**config.mk**
```make
export PLATFORM = sky130hd
export DESIGN_NAME = srw_status_reg
export DESIGN_NICKNAME = d
export VERILOG_FILES = /design/src/rtl/srw_pkg.sv /design/src/rtl/srw_rst_sync.sv /design/src/rtl/srw_sync.sv /design/src/rtl/srw_addr_dec.sv /design/src/rtl/srw_latch_ctl.sv /design/src/rtl/srw_status_reg.sv
export SDC_FILE = /design/constraint.sdc
export NUM_CORES = 1
export LEC_CHECK = 0
export ABC_AREA = 1
export BUFFER_PORTS_ARGS = -buffer_cell sky130_fd_sc_hd__buf_4
export CAP_MARGIN = 10
export CORE_MARGIN = 4
export CORE_UTILIZATION = 35
export DETAILED_ROUTE_END_ITERATION = 6
export PLACE_DENSITY = 0.8
export RECOVER_POWER = 25
export SYNTH_ARGS = -nofsm -noshare
export SYNTH_HDL_FRONTEND = slang
export SYNTH_HIERARCHICAL = 1
export SYNTH_SLANG_ARGS = --single-unit
```
**constraint.sdc**
```tcl
create_clock -name clk -period 0.8 [get_ports clk]
set_clock_uncertainty 0.2 [all_clocks]
set_input_delay 0.08 -clock clk [delete_from_list [all_inputs] [get_ports clk]]
set_output_delay 0.08 -clock clk [all_outputs]
set_load 0.05 [all_outputs]
```
**src/rtl/srw_pkg.sv**
```systemverilog
package srw_pkg;
  localparam int unsigned STAT_W   = 8;
  localparam int unsigned BIT_BAT  = 7;
  localparam int unsigned BIT_AL1  = 6;
  localparam int unsigned BIT_AL0  = 5;
  localparam int unsigned BIT_RWEL = 2;
  localparam int unsigned BIT_WEL  = 1;
  localparam int unsigned BIT_PF   = 0;

  localparam logic [STAT_W-1:0] PAT_CLEAR    = 8'h00;
  localparam logic [STAT_W-1:0] PAT_OPEN_GEN = 8'h02;
  localparam logic [STAT_W-1:0] PAT_OPEN_REG = 8'h06;

  typedef enum logic [1:0] {
    RGN_STATUS = 2'd0,
    RGN_CTRL   = 2'd1,
    RGN_ARRAY  = 2'd2
  } srw_region_e;
endpackage

```
**src/rtl/srw_rst_sync.sv**
```systemverilog
module srw_rst_sync #(
  parameter int unsigned STAGES = 2
) (
  input  logic clk,
  input  logic rst_n,
  output logic rst_sync_n
);
  logic [STAGES-1:0] chain_q;
  logic [STAGES-1:0] chain_d;

  always_comb begin
    chain_d = {chain_q[STAGES-2:0], 1'b1};
  end

  always_ff @(posedge clk or negedge rst_n) begin
    if (!rst_n) chain_q <= '0;
    else        chain_q <= chain_d;
  end

  assign rst_sync_n = chain_q[STAGES-1];
endmodule

```
**src/rtl/srw_sync.sv**
```systemverilog
module srw_sync #(
  parameter int unsigned WIDTH  = 1,
  parameter int unsigned STAGES = 2
) (
  input  logic             clk,
  input  logic             rst_n,
  input  logic [WIDTH-1:0] d,
  output logic [WIDTH-1:0] q
);
  logic [WIDTH-1:0] stage_q [STAGES];

  for (genvar g = 0; g < STAGES; g++) begin : g_stage
    logic [WIDTH-1:0] stage_d;
    if (g == 0) begin : g_first
      always_comb stage_d = d;
    end else begin : g_rest
      always_comb stage_d = stage_q[g-1];
    end
    always_ff @(posedge clk or negedge rst_n) begin
      if (!rst_n) stage_q[g] <= '0;
      else        stage_q[g] <= stage_d;
    end
  end

  assign q = stage_q[STAGES-1];
endmodule

```
**src/rtl/srw_addr_dec.sv**
```systemverilog
module srw_addr_dec
  import srw_pkg::*;
#(
  parameter int unsigned ADDR_W    = 16,
  parameter logic [ADDR_W-1:0] STAT_ADDR = 'h3F,
  parameter logic [ADDR_W-1:0] CTRL_LO   = 'h10,
  parameter logic [ADDR_W-1:0] CTRL_HI   = 'h3E
) (
  input  logic [ADDR_W-1:0] addr,
  output srw_region_e       region
);
  logic in_ctrl;

  always_comb begin
    in_ctrl = (addr >= CTRL_LO) && (addr <= CTRL_HI);
    if (addr == STAT_ADDR)  region = RGN_STATUS;
    else if (in_ctrl)       region = RGN_CTRL;
    else                    region = RGN_ARRAY;
  end
endmodule

```
**src/rtl/srw_latch_ctl.sv**
```systemverilog
module srw_latch_ctl
  import srw_pkg::*;
(
  input  logic              clk,
  input  logic              rst_n,
  input  logic              wr_en,
  input  srw_region_e       region,
  input  logic [STAT_W-1:0] wr_data,
  output logic              gen_open,
  output logic              reg_open,
  output logic              pwr_fail,
  output logic              ack
);
  logic gen_q, gen_d;
  logic reg_q, reg_d;
  logic pf_q, pf_d;
  logic ack_q, ack_d;
  logic stat_hit, ctrl_hit, allow;
  logic upd_en;

  always_comb begin
    stat_hit = wr_en && (region == RGN_STATUS);
    ctrl_hit = wr_en && (region == RGN_CTRL);
    gen_d    = gen_q;
    reg_d    = reg_q;
    if (stat_hit) begin
      unique case (wr_data)
        PAT_CLEAR: begin
          gen_d = 1'b0;
          reg_d = 1'b0;
        end
        PAT_OPEN_GEN: begin
          gen_d = 1'b1;
          reg_d = 1'b0;
        end
        PAT_OPEN_REG: begin
          if (gen_q) reg_d = 1'b1;
        end
        default: ;
      endcase
    end
    unique case (region)
      RGN_STATUS: allow = 1'b1;
      RGN_CTRL:   allow = gen_q && reg_q;
      default:    allow = gen_q;
    endcase
    ack_d  = wr_en && allow;
    pf_d   = pf_q && !(ctrl_hit && gen_q && reg_q);
    upd_en = wr_en;
  end

  always_ff @(posedge clk or negedge rst_n) begin
    if (!rst_n) begin
      gen_q <= 1'b0;
      reg_q <= 1'b0;
      pf_q  <= 1'b1;
    end else if (upd_en) begin
      gen_q <= gen_d;
      reg_q <= reg_d;
      pf_q  <= pf_d;
    end
  end

  always_ff @(posedge clk or negedge rst_n) begin
    if (!rst_n) ack_q <= 1'b0;
    else        ack_q <= ack_d;
  end

  assign gen_open = gen_q;
  assign reg_open = reg_q;
  assign pwr_fail = pf_q;
  assign ack      = ack_q;
endmodule

```
**src/rtl/srw_status_reg.sv**
```systemverilog
module srw_status_reg
  import srw_pkg::*;
#(
  parameter int unsigned ADDR_W      = 16,
  parameter logic [ADDR_W-1:0] STAT_ADDR = 'h3F,
  parameter logic [ADDR_W-1:0] CTRL_LO   = 'h10,
  parameter logic [ADDR_W-1:0] CTRL_HI   = 'h3E,
  parameter int unsigned SYNC_STAGES = 2,
  parameter int unsigned NUM_ALARMS  = 2
) (
  input  logic              clk,
  input  logic              rst_n,
  input  logic              wr_en,
  input  logic [ADDR_W-1:0] wr_addr,
  input  logic [7:0]        wr_data,
  input  logic              on_backup,
  input  logic [1:0]        alarm_in,
  output logic              wr_ack,
  output logic [7:0]        status_q
);
  logic                  rst_sync_n;
  srw_region_e           region;
  logic                  gen_open, reg_open, pwr_fail;
  logic                  bat_s;
  logic [NUM_ALARMS-1:0] al_q, al_d;
  logic [STAT_W-1:0]     stat_c;

  srw_rst_sync #(.STAGES(SYNC_STAGES)) u_rst (
    .clk        (clk),
    .rst_n      (rst_n),
    .rst_sync_n (rst_sync_n)
  );

  srw_sync #(.WIDTH(1), .STAGES(SYNC_STAGES)) u_bat_sync (
    .clk   (clk),
    .rst_n (rst_sync_n),
    .d     (on_backup),
    .q     (bat_s)
  );

  srw_addr_dec #(
    .ADDR_W    (ADDR_W),
    .STAT_ADDR (STAT_ADDR),
    .CTRL_LO   (CTRL_LO),
    .CTRL_HI   (CTRL_HI)
  ) u_dec (
    .addr   (wr_addr),
    .region (region)
  );

  srw_latch_ctl u_latch (
    .clk      (clk),
    .rst_n    (rst_sync_n),
    .wr_en    (wr_en),
    .region   (region),
    .wr_data  (wr_data),
    .gen_open (gen_open),
    .reg_open (reg_open),
    .pwr_fail (pwr_fail),
    .ack      (wr_ack)
  );

  always_comb al_d = alarm_in;

  always_ff @(posedge clk or negedge rst_sync_n) begin
    if (!rst_sync_n) al_q <= '0;
    else             al_q <= al_d;
  end

  always_comb begin
    stat_c           = '0;
    stat_c[BIT_BAT]  = bat_s;
    stat_c[BIT_AL1]  = al_q[1];
    stat_c[BIT_AL0]  = al_q[0];
    stat_c[BIT_RWEL] = reg_open;
    stat_c[BIT_WEL]  = gen_open;
    stat_c[BIT_PF]   = pwr_fail;
  end

  assign status_q = stat_c;
endmodule

```
==> results of run 1 <==
-- metrics by stage --
step | cells | hold slack (ns) | instance area (µm²) | utilization | TNS [ns]
detailed placement | 121 | -0.336 | 812 | 0.587 | -2.67
global placement | 121 | -0.337 | 812 | 0.587 | -2.57
floorplan | 75 | -0.416 | 572 | - | -1.55
CTS | 131 | -0.138 | 950 | 0.687 | -3.35
global route | 132 | -0.131 | 991 | 0.717 | -3.90
finish | 132 | -0.140 | 991 | 0.717 | -3.44
-- state kept, by name, indices dropped and copies added, names as in the netlist --
name / flops
al_q: 2
u_rst/chain_q: 2
u_bat_sync/g_stage.stage_d: 1
u_bat_sync/q: 1
u_latch/ack: 1
u_latch/gen_open: 1
u_latch/pwr_fail: 1
u_latch/reg_open: 1
-- how the worst max path moves through the flow --
stage                     slack [ns]             start                to  cells past startpoint
after floorplan                -0.36       wr_addr[10]  u_latch/gen_open                      9
after global placement         -0.55       wr_addr[10]  u_latch/gen_open                     10
after detailed placement       -0.58       wr_addr[10]  u_latch/gen_open                     10
after CTS                      -0.45  u_latch/pwr_fail       status_q[0]                      1
after global routing           -0.47  u_latch/pwr_fail       status_q[0]                      1
final                          -0.44  u_latch/pwr_fail       status_q[0]                      1
-- repair_timing --
item,CTS,global route
setup endpoints to repair,11,11
gates cloned,0,0
pin swaps,1,3
hold endpoints to repair,16,13
resized for setup,13,10
setup buffers,2,1
-- per-layer routing --
layer	track usage	part of all wire	up-vias
met5	0	0	-
met4	0.0276	0	0
met3	0.0602	0.080	0
met2	0.259	0.57	23
met1	0.137	0.35	278
li1	-	-	301
-- power by group --
| part | internal, mW | switching [mW] | total, mW |
|---|---|---|---|
| clock | 0.276 | 0.174 | 0.450 |
| combinational | 0.135 | 0.110 | 0.244 |
| sequential | 0.522 | 0.0123 | 0.534 |
-- cell usage in the layout, fill, tap and decap left out, types with 2 or more instances in the layout --
cell | netlist | final
nor2_2 | 3 | 3
buf_4 | 6 | 27
nand2_1 | 20 | 19
buf_8 | 0 | 2
dfrtp_1 | 9 | 6
dfrtp_2 | 0 | 3
inv_1 | 8 | 7
nand3_1 | 6 | 4
dlygate4sd3_1 | 0 | 4
nor2_4 | 0 | 2
conb_1 | 2 | 3
clkbuf_4 | 0 | 3
nor2_1 | 13 | 11
buf_6 | 0 | 10
-- cell type report --
class,count,share of cell area
Timing Repair Buffer,44,0.393
Multi-Input combinational cell,51,0.264
Sequential cell,10,0.258
Clock buffer,4,0.0366
Inverter,8,0.0303
Tap cell,15,0.0189
-- cell families after synthesis --
family          Yosys count
flops                    10
compound gates            3
buf+inv                  14
simple gates             45
other cells               2
==> qor.txt, run 1 <==
multi-input logic area = 262 µm²
CP max stage delay = 0.55 ns
YS warnings = 6
worst-path fanout max = 2
CTS tree = built
total gr overflow = 0
Max-cap violations = 0
row count = 13
Post-synth top cells = 20 x nand2_1, 13 x nor2_1, 9 x dfrtp_1
# port buffers = 36
Required @ worst endpoint = 0.52 ns
Global Route Usage Sum = 0.137
cts bufs inserted = 3
Vert. Die Dim = 47.5 µm
final hold violations = 13
simple-gate share of the synthesized area = 0.351
Die Span X = 47.5 µm
nets = 148
min cycle time layout = 1.24 ns
Crit-path slowest cell = dfstp_2
full die area = 2250 µm²
post-synthesis compound-gate area fraction = 0.0367
Max Freq = 809 MHz
Final Worst Setup Slack = -0.437 ns
post-synth top area share = 0.413
RePlAce Congestion = 0.678
FF-to-FF setup slack = -0.33 ns
worst r2r src = u_latch/reg_open
Min Hold Slack = -0.140 ns
Via Count = 602
Slew Viols, Final = 0
DRT antenna net count = 0
leakage power = 0.510 nW
post-synthesis mux area share = 0
CP startpoint kind = flip-flop
Adder-Cell Fraction of Synth Area = 0
clock tree buffer depth = 2
clock root buffer master = clkbuf_4
failing checks = hold timing, setup timing
Yosys reg bits = 10
Cell Area, Synth = 546 µm²
VDD IR max = 1.59 mV
cts hold-fix bufs = 4
vias in the first global route = 566
kind of critical path = reg2out
CP Buf/Inv Count = 1
crit-path cells = buf_8
leading area contributor after synthesis = dfrtp_1
Worst Reg2Reg Path Length in Cells = 4
H-tree depth = 1
DPL Wire Length = 1060 µm
average size of a mapped cell = 7.37 µm²
crit end category = output pin
ys async rst share = 1.00
antenna violations before repair = 0
Power Density = 1240 nW/µm²
DRC violations left = 0
Power, Total = 1.23 mW
num ports = 39
RSZ-0062 raised after global routing = yes
WHS Path Cells = 3
sequential area share after synthesis = 0.461
WL/cell = 10.8 µm
first-pass GRT wire length = 2120 µm
FILL cells = 108
final setup violating endpoints = 12
sequential cell area = 255 µm²
top-count cell post-synth = nand2_1
clk slew on worst S/H paths = 0.07 ns
final critical-path share of the clock period = 1.55
Synth area leaders = dfrtp_1 41%, nand2_1 14%, nor2_1 8.9%, buf_4 8.3%, nand3_1 5.5%
CP arrival = 0.96 ns
post-synthesis cell type count = 15
XOR/XNOR Fraction of Synth Area = 0
pin count of the biggest net entering global routing = 9
final WL = 1430 µm
total iterations of the first detailed-routing run = 4
outcome = complete, but fails checks
reg2reg end = u_latch/reg_open
Starting Density = 0.395
Iteration-0 DRC Markers = 11
core region area = 1380 µm²
DP Worst Slack = -0.576 ns
main combinational cell family by area after synthesis = simple AND/OR/NAND/NOR gates
CTS sink count = 10
via-per-instance ratio = 4.56
Hold Crit Endpoint = u_latch/gen_open
Synth Flop Type = dfrtp_1
HP Class = in2reg
area delta synth->final = 81.7%
share of cells above drive strength 1 = 0.496
clock latency on the worst-skew pair = 0.26 ns
crit-path leading delay family = flip-flops
ant diodes = 0
Post-synth EDFFs = 0
synthesized instance count = 74
hold path start = wr_data[1]
Power figures use the tool's default switching activity.
==> inputs of run 2 (changes only) <==
==> constraint.sdc (replaced) <==
create_clock -name clk -period 0.8 [get_ports clk]
set_clock_uncertainty 0.2 [all_clocks]
set_input_delay 0.04 -clock clk [delete_from_list [all_inputs] [get_ports clk]]
set_output_delay 0.04 -clock clk [all_outputs]
set_load 0.05 [all_outputs]
==> run 2 against run 1 <==
The run still ends with hold timing, setup timing left; first-iteration DRC count down 73%; cell count is 2.3% higher; clock power shrank 24%; critical endpoint is now status_q[2]; wire length rose by 0.14%; via count decreased by 3.3%.
==> qor.txt, run 2 (synthesized netlist as in run 1, its figures left out) <==
cts bufs inserted = 3
# port buffers = 36
full die area = 2250 µm²
VDD IR max = 0.755 mV
HP Class = in2reg
via-per-instance ratio = 4.31
DRT antenna net count = 0
outcome = complete, but fails checks
DRC violations left = 0
vias in the first global route = 591
num ports = 39
final WL = 1430 µm
Finished Cell Area = 1000 µm²
DP Worst Slack = -0.542 ns
worst-path fanout max = 2
antenna violations before repair = 0
CTS tree = built
Final Worst Setup Slack = -0.386 ns
Most Crowded Layer GR = met2
final hold violations = 13
grt met3 use = 0.0338
ant diodes = 0
total iterations of the first detailed-routing run = 3
Min Hold Slack = -0.175 ns
share of cells above drive strength 1 = 0.492
total gr overflow = 0
CTS sink count = 10
Global Route Usage Sum = 0.138
crit end category = output pin
Slew Viols, Final = 0
Power Density = 1120 nW/µm²
RePlAce Congestion = 0.683
Vert. Die Dim = 47.5 µm
Post-DP Area = 820 µm²
kind of critical path = reg2out
largest registers = al_q (2), u_rst/chain_q (2)
nets = 151
Non-Filler Instances = 135
commonest non-fill, non-tap cell in the layout = buf_4
final setup violating endpoints = 11
leakage power = 0.522 nW
min cycle time layout = 1.19 ns
Starting Density = 0.395
clock latency on the worst-skew pair = 0.26 ns
M2 GR Usage = 0.262
pin count of the biggest net entering global routing = 9
crit-path cells = buf_6 > buf_8
row count = 13
Crit-path slowest cell = dfrtp_1
most frequent cells in the layout = 28 x buf_4, 19 x nand2_1, 11 x buf_6, 11 x nor2_1, 7 x inv_1
area delta synth->final = 83.5%
failing checks = hold timing, setup timing
CP max stage delay = 0.41 ns
placed insts = 122
CP arrival = 0.95 ns
cts hold-fix bufs = 4
met1 Use GR = 0.153
clock root buffer master = clkbuf_4
H-tree depth = 1
Max-cap violations = 0
WL/cell = 10.6 µm
setup_tns = -3.09 ns
clk slew on worst S/H paths = 0.06 ns
Max Freq = 843 MHz
final critical-path share of the clock period = 1.48
CP startpoint kind = flip-flop
Die Span X = 47.5 µm
FF-to-FF setup slack = -0.30 ns
Required @ worst endpoint = 0.56 ns
FILL cells = 106
crit-path leading delay family = flip-flops
Via Count = 582
DPL Wire Length = 1050 µm
core region area = 1380 µm²
Iteration-0 DRC Markers = 3
RSZ-0062 raised after global routing = yes
first-pass GRT wire length = 2170 µm
CP Buf/Inv Count = 2
clock tree buffer depth = 2
[run 2: cell types whose count changed in the layout (fill, tap and decap cells not counted), sizes merged]
cell | before | now
buf | 39 | 42
[run 2: final timing paths]
check,start,end,cells past startpoint
worst min-delay path,wr_data[1],u_latch/gen_open,3
max in group asynchronous,u_rst/chain_q[1],u_latch/pwr_fail,0
worst max-delay path,u_latch/reg_open,status_q[2],2
worst max register to register,u_latch/reg_open,u_latch/reg_open,4
min in group asynchronous,rst_n,u_rst/chain_q[0],2
worst min register to register,u_rst/chain_q[1],u_bat_sync/g_stage[1].stage_d,0
[run 2: worst min-delay path: stages]
cell and delay, ns:
buf_4 0.08, nand3_1 0.06, nand2_1 0.07
[run 2: per-stage QoR]
| step | util | hold WS, ns | power, mW |
|---|---|---|---|
| finish | 0.724 | -0.175 | 1.12 |
| global route | 0.724 | -0.150 | 1.18 |
| CTS | 0.700 | -0.173 | 1.13 |
| detailed placement | 0.593 | -0.376 | 0.761 |
| global placement | 0.593 | -0.377 | 0.754 |
| floorplan | - | -0.456 | 0.638 |
[run 2: cell type report]
cell class | instances | area, µm² | share of cell area
repair buffers | 47 | 423 | 0.423
flip-flops and latches | 10 | 255 | 0.255
multi-input cells | 51 | 248 | 0.248
inverters | 8 | 30.0 | 0.0300
clock buffers | 4 | 26.3 | 0.0263
well taps | 15 | 18.8 | 0.0188
[run 2: what timing repair did]
action                                  in CTS  in global routing
hold endpoints to repair                    16                 13
pin swaps                                    2                  4
resized for setup                           15                  9
setup buffers                                4                  1
endpoints found under the setup margin      11                 11
[run 2: routing by layer]
| layer | up-vias | part of all wire |
|---|---|---|
| met4 | 0 | 0 |
| met2 | 17 | 0.58 |
| met1 | 259 | 0.35 |
| met5 | - | 0 |
| li1 | 306 | - |
| met3 | 0 | 0.069 |
[run 2: report_power, final]
| group | total, mW | switching, mW | internal (mW) |
|---|---|---|---|
| combinational | 0.242 | 0.107 | 0.135 |
| sequential | 0.534 | 0.0120 | 0.522 |
| clock | 0.340 | 0.149 | 0.192 |
| total | 1.12 | 0.268 | 0.849 |
==> inputs of run 3 (changes only) <==
- PLACE_DENSITY: 0.8 -> 0.79
- SYNTH_HIERARCHICAL: 1 -> not set
==> run 3 against run 2 <==
The flow still finishes with violations (hold timing, setup timing); count of clock-buffer cells in the layout did not move; sequential cell count unchanged; final area is 0.25% lower; synthesized cell count increased by 6.8%; utilization decreased by 6.9 points; critical path depth decreased by 1; die area up 4.4%; critical path type unchanged; largest power group unchanged.
==> qor.txt, run 3 <==
DPL Wire Length = 1110 µm
Synth area leaders = dfrtp_1 39%, nand2_1 14%, buf_4 7.8%, nor2_1 7.8%, nor2_2 5.4%
placed insts = 130
Top Layer Used = met3
Layout Utilization = 0.655
cts bufs inserted = 3
DRC violations left = 0
total gr overflow = 0
kind of critical path = reg2out
final hold violations = 12
min cycle time layout = 1.19 ns
worst-path fanout max = 2
RSZ-0062 raised after global routing = yes
Power Density = 1150 nW/µm²
CP startpoint kind = flip-flop
antenna violations before repair = 0
reg2reg end = u_latch.reg_open
crit-path cells = buf_8
met3 WL post-DR = 125 µm
pin count of the biggest net entering global routing = 9
synthesized instance count = 79
VDD IR max = 0.639 mV
outcome = complete, but fails checks
failing checks = hold timing, setup timing
Max Freq = 840 MHz
Worst Setup SP = u_latch.pwr_fail
Required @ worst endpoint = 0.56 ns
num ports = 39
ant diodes = 0
share of cells above drive strength 1 = 0.492
clock latency on the worst-skew pair = 0.26 ns
cell depth of the worst setup path = 1
via-per-instance ratio = 4.33
final WL = 1430 µm
DRT antenna net count = 0
Hold Crit Endpoint = u_latch.ack
clock root buffer master = clkbuf_4
full die area = 2350 µm²
Crit-path slowest cell = dfstp_2
average size of a mapped cell = 7.27 µm²
DP Worst Slack = -0.331 ns
Cell Area, Synth = 574 µm²
CTS tree = built
commonest non-fill, non-tap cell in the layout = buf_4
leading area contributor after synthesis = dfrtp_1
WL/cell = 10.2 µm
crit end category = output pin
CTS sink count = 10
FILL cells = 124
Die Span X = 48.5 µm
met1 WL = 530 µm
CP max stage delay = 0.55 ns
Via Count = 606
first-pass GRT wire length = 2340 µm
Slew Viols, Final = 0
nets = 155
largest registers = al_q (2), u_rst.chain_q (2)
vias in the first global route = 551
total iterations of the first detailed-routing run = 7
leakage power = 0.499 nW
Vert. Die Dim = 48.5 µm
# port buffers = 36
final setup violating endpoints = 11
Worst Reg2Reg Path Length in Cells = 7
Post-synth EDFFs = 0
CP arrival = 0.95 ns
sequential area share after synthesis = 0.438
crit-path leading delay family = flip-flops
FF-to-FF setup slack = -0.38 ns
Post-DP Area = 862 µm²
Synth Flop Type = dfrtp_1
Post-synth top cells = 22 x nand2_1, 12 x nor2_1, 9 x dfrtp_1
area delta synth->final = 73.9%
post-synth top area share = 0.392
Iteration-0 DRC Markers = 5
H-tree depth = 1
ys async rst share = 1.00
Final Worst Setup Slack = -0.391 ns
cts hold-fix bufs = 4
RePlAce Congestion = 0.689
Starting Density = 0.377
YS warnings = 0
Non-Filler Instances = 140
most frequent cells in the layout = 32 x buf_4, 21 x nand2_1, 11 x nor2_1, 7 x inv_1
CP Buf/Inv Count = 1
clock tree buffer depth = 2
post-synthesis cell type count = 18
row count = 14
Global Route Usage Sum = 0.127
final critical-path share of the clock period = 1.49
top-count cell post-synth = nand2_1
Min Hold Slack = -0.134 ns
Finished Cell Area = 998 µm²
met2 WL = 770 µm
WHS Path Cells = 3
Max-cap violations = 0
hold path start = wr_en
clk slew on worst S/H paths = 0.07 ns
Yosys reg bits = 10
worst r2r src = u_latch.gen_open
HP Class = in2reg
core region area = 1520 µm²
-- run 3: changes by cell type after synthesis, sizes merged, moves of 2 or more --
cell,change
nand3,-4
nand4,+2
o21ai,+2
nand2,+4
-- run 3: kinds of logic after synthesis --
kind of cell,synth area share
other,0.0131
buffers and inverters,0.144
and+or+nand+nor,0.370
AOI/OAI and AO/OA,0.0348
DFF,0.438
-- run 3: final cells by class --
class,count,area (µm²),area share
clock buffer,4,26.3,0.0263
inverter,10,37.5,0.0376
multi-input combinational,54,263,0.263
sequential,10,255,0.256
tap,16,20.0,0.0201
timing repair buffer,46,397,0.397
-- run 3: timing repair --
action	4_1_cts	5_1_grt
hold endpoints to repair	15	12
buffers inserted	0	2
setup endpoints to repair	11	11
pin swaps	2	1
resized for setup	12	4
gates cloned	0	0
-- run 3: worst max-delay path by stage --
stage | to | slack, ns
final | status_q[0] | -0.39
after global routing | u_latch.reg_open | -0.44
after CTS | status_q[0] | -0.39
after detailed placement | u_latch.pwr_fail | -0.33
after global placement | u_latch.ack | -0.29
after floorplan | u_latch.pwr_fail | -0.20
-- run 3: worst min-delay path, delay by kind of cell --
kind                   cells  cell delay (ns)
buffers and inverters      1             0.11
AND/OR/NAND/NOR            2             0.14
-- run 3: layer usage --
metal | global-route usage | vias up
li1 | - | 321
met1 | 0.141 | 262
met2 | 0.211 | 23
met3 | 0.0521 | 0
met4 | 0.0538 | 0
met5 | 0 | -
-- run 3: through the flow --
stage               total power, mW  TNS, ns
floorplan                     0.640   -0.703
finish                         1.14    -3.09
global placement              0.768    -1.35
global route                   1.20    -3.44
CTS                            1.14    -2.83
detailed placement            0.774    -1.49
-- run 3: where the power goes --
| group | switching, mW | leakage [nW] | internal, mW |
|---|---|---|---|
| sequential | 0.0127 | 0.118 | 0.522 |
| combinational | 0.114 | 0.365 | 0.137 |
| clock | 0.166 | 0.0150 | 0.192 |
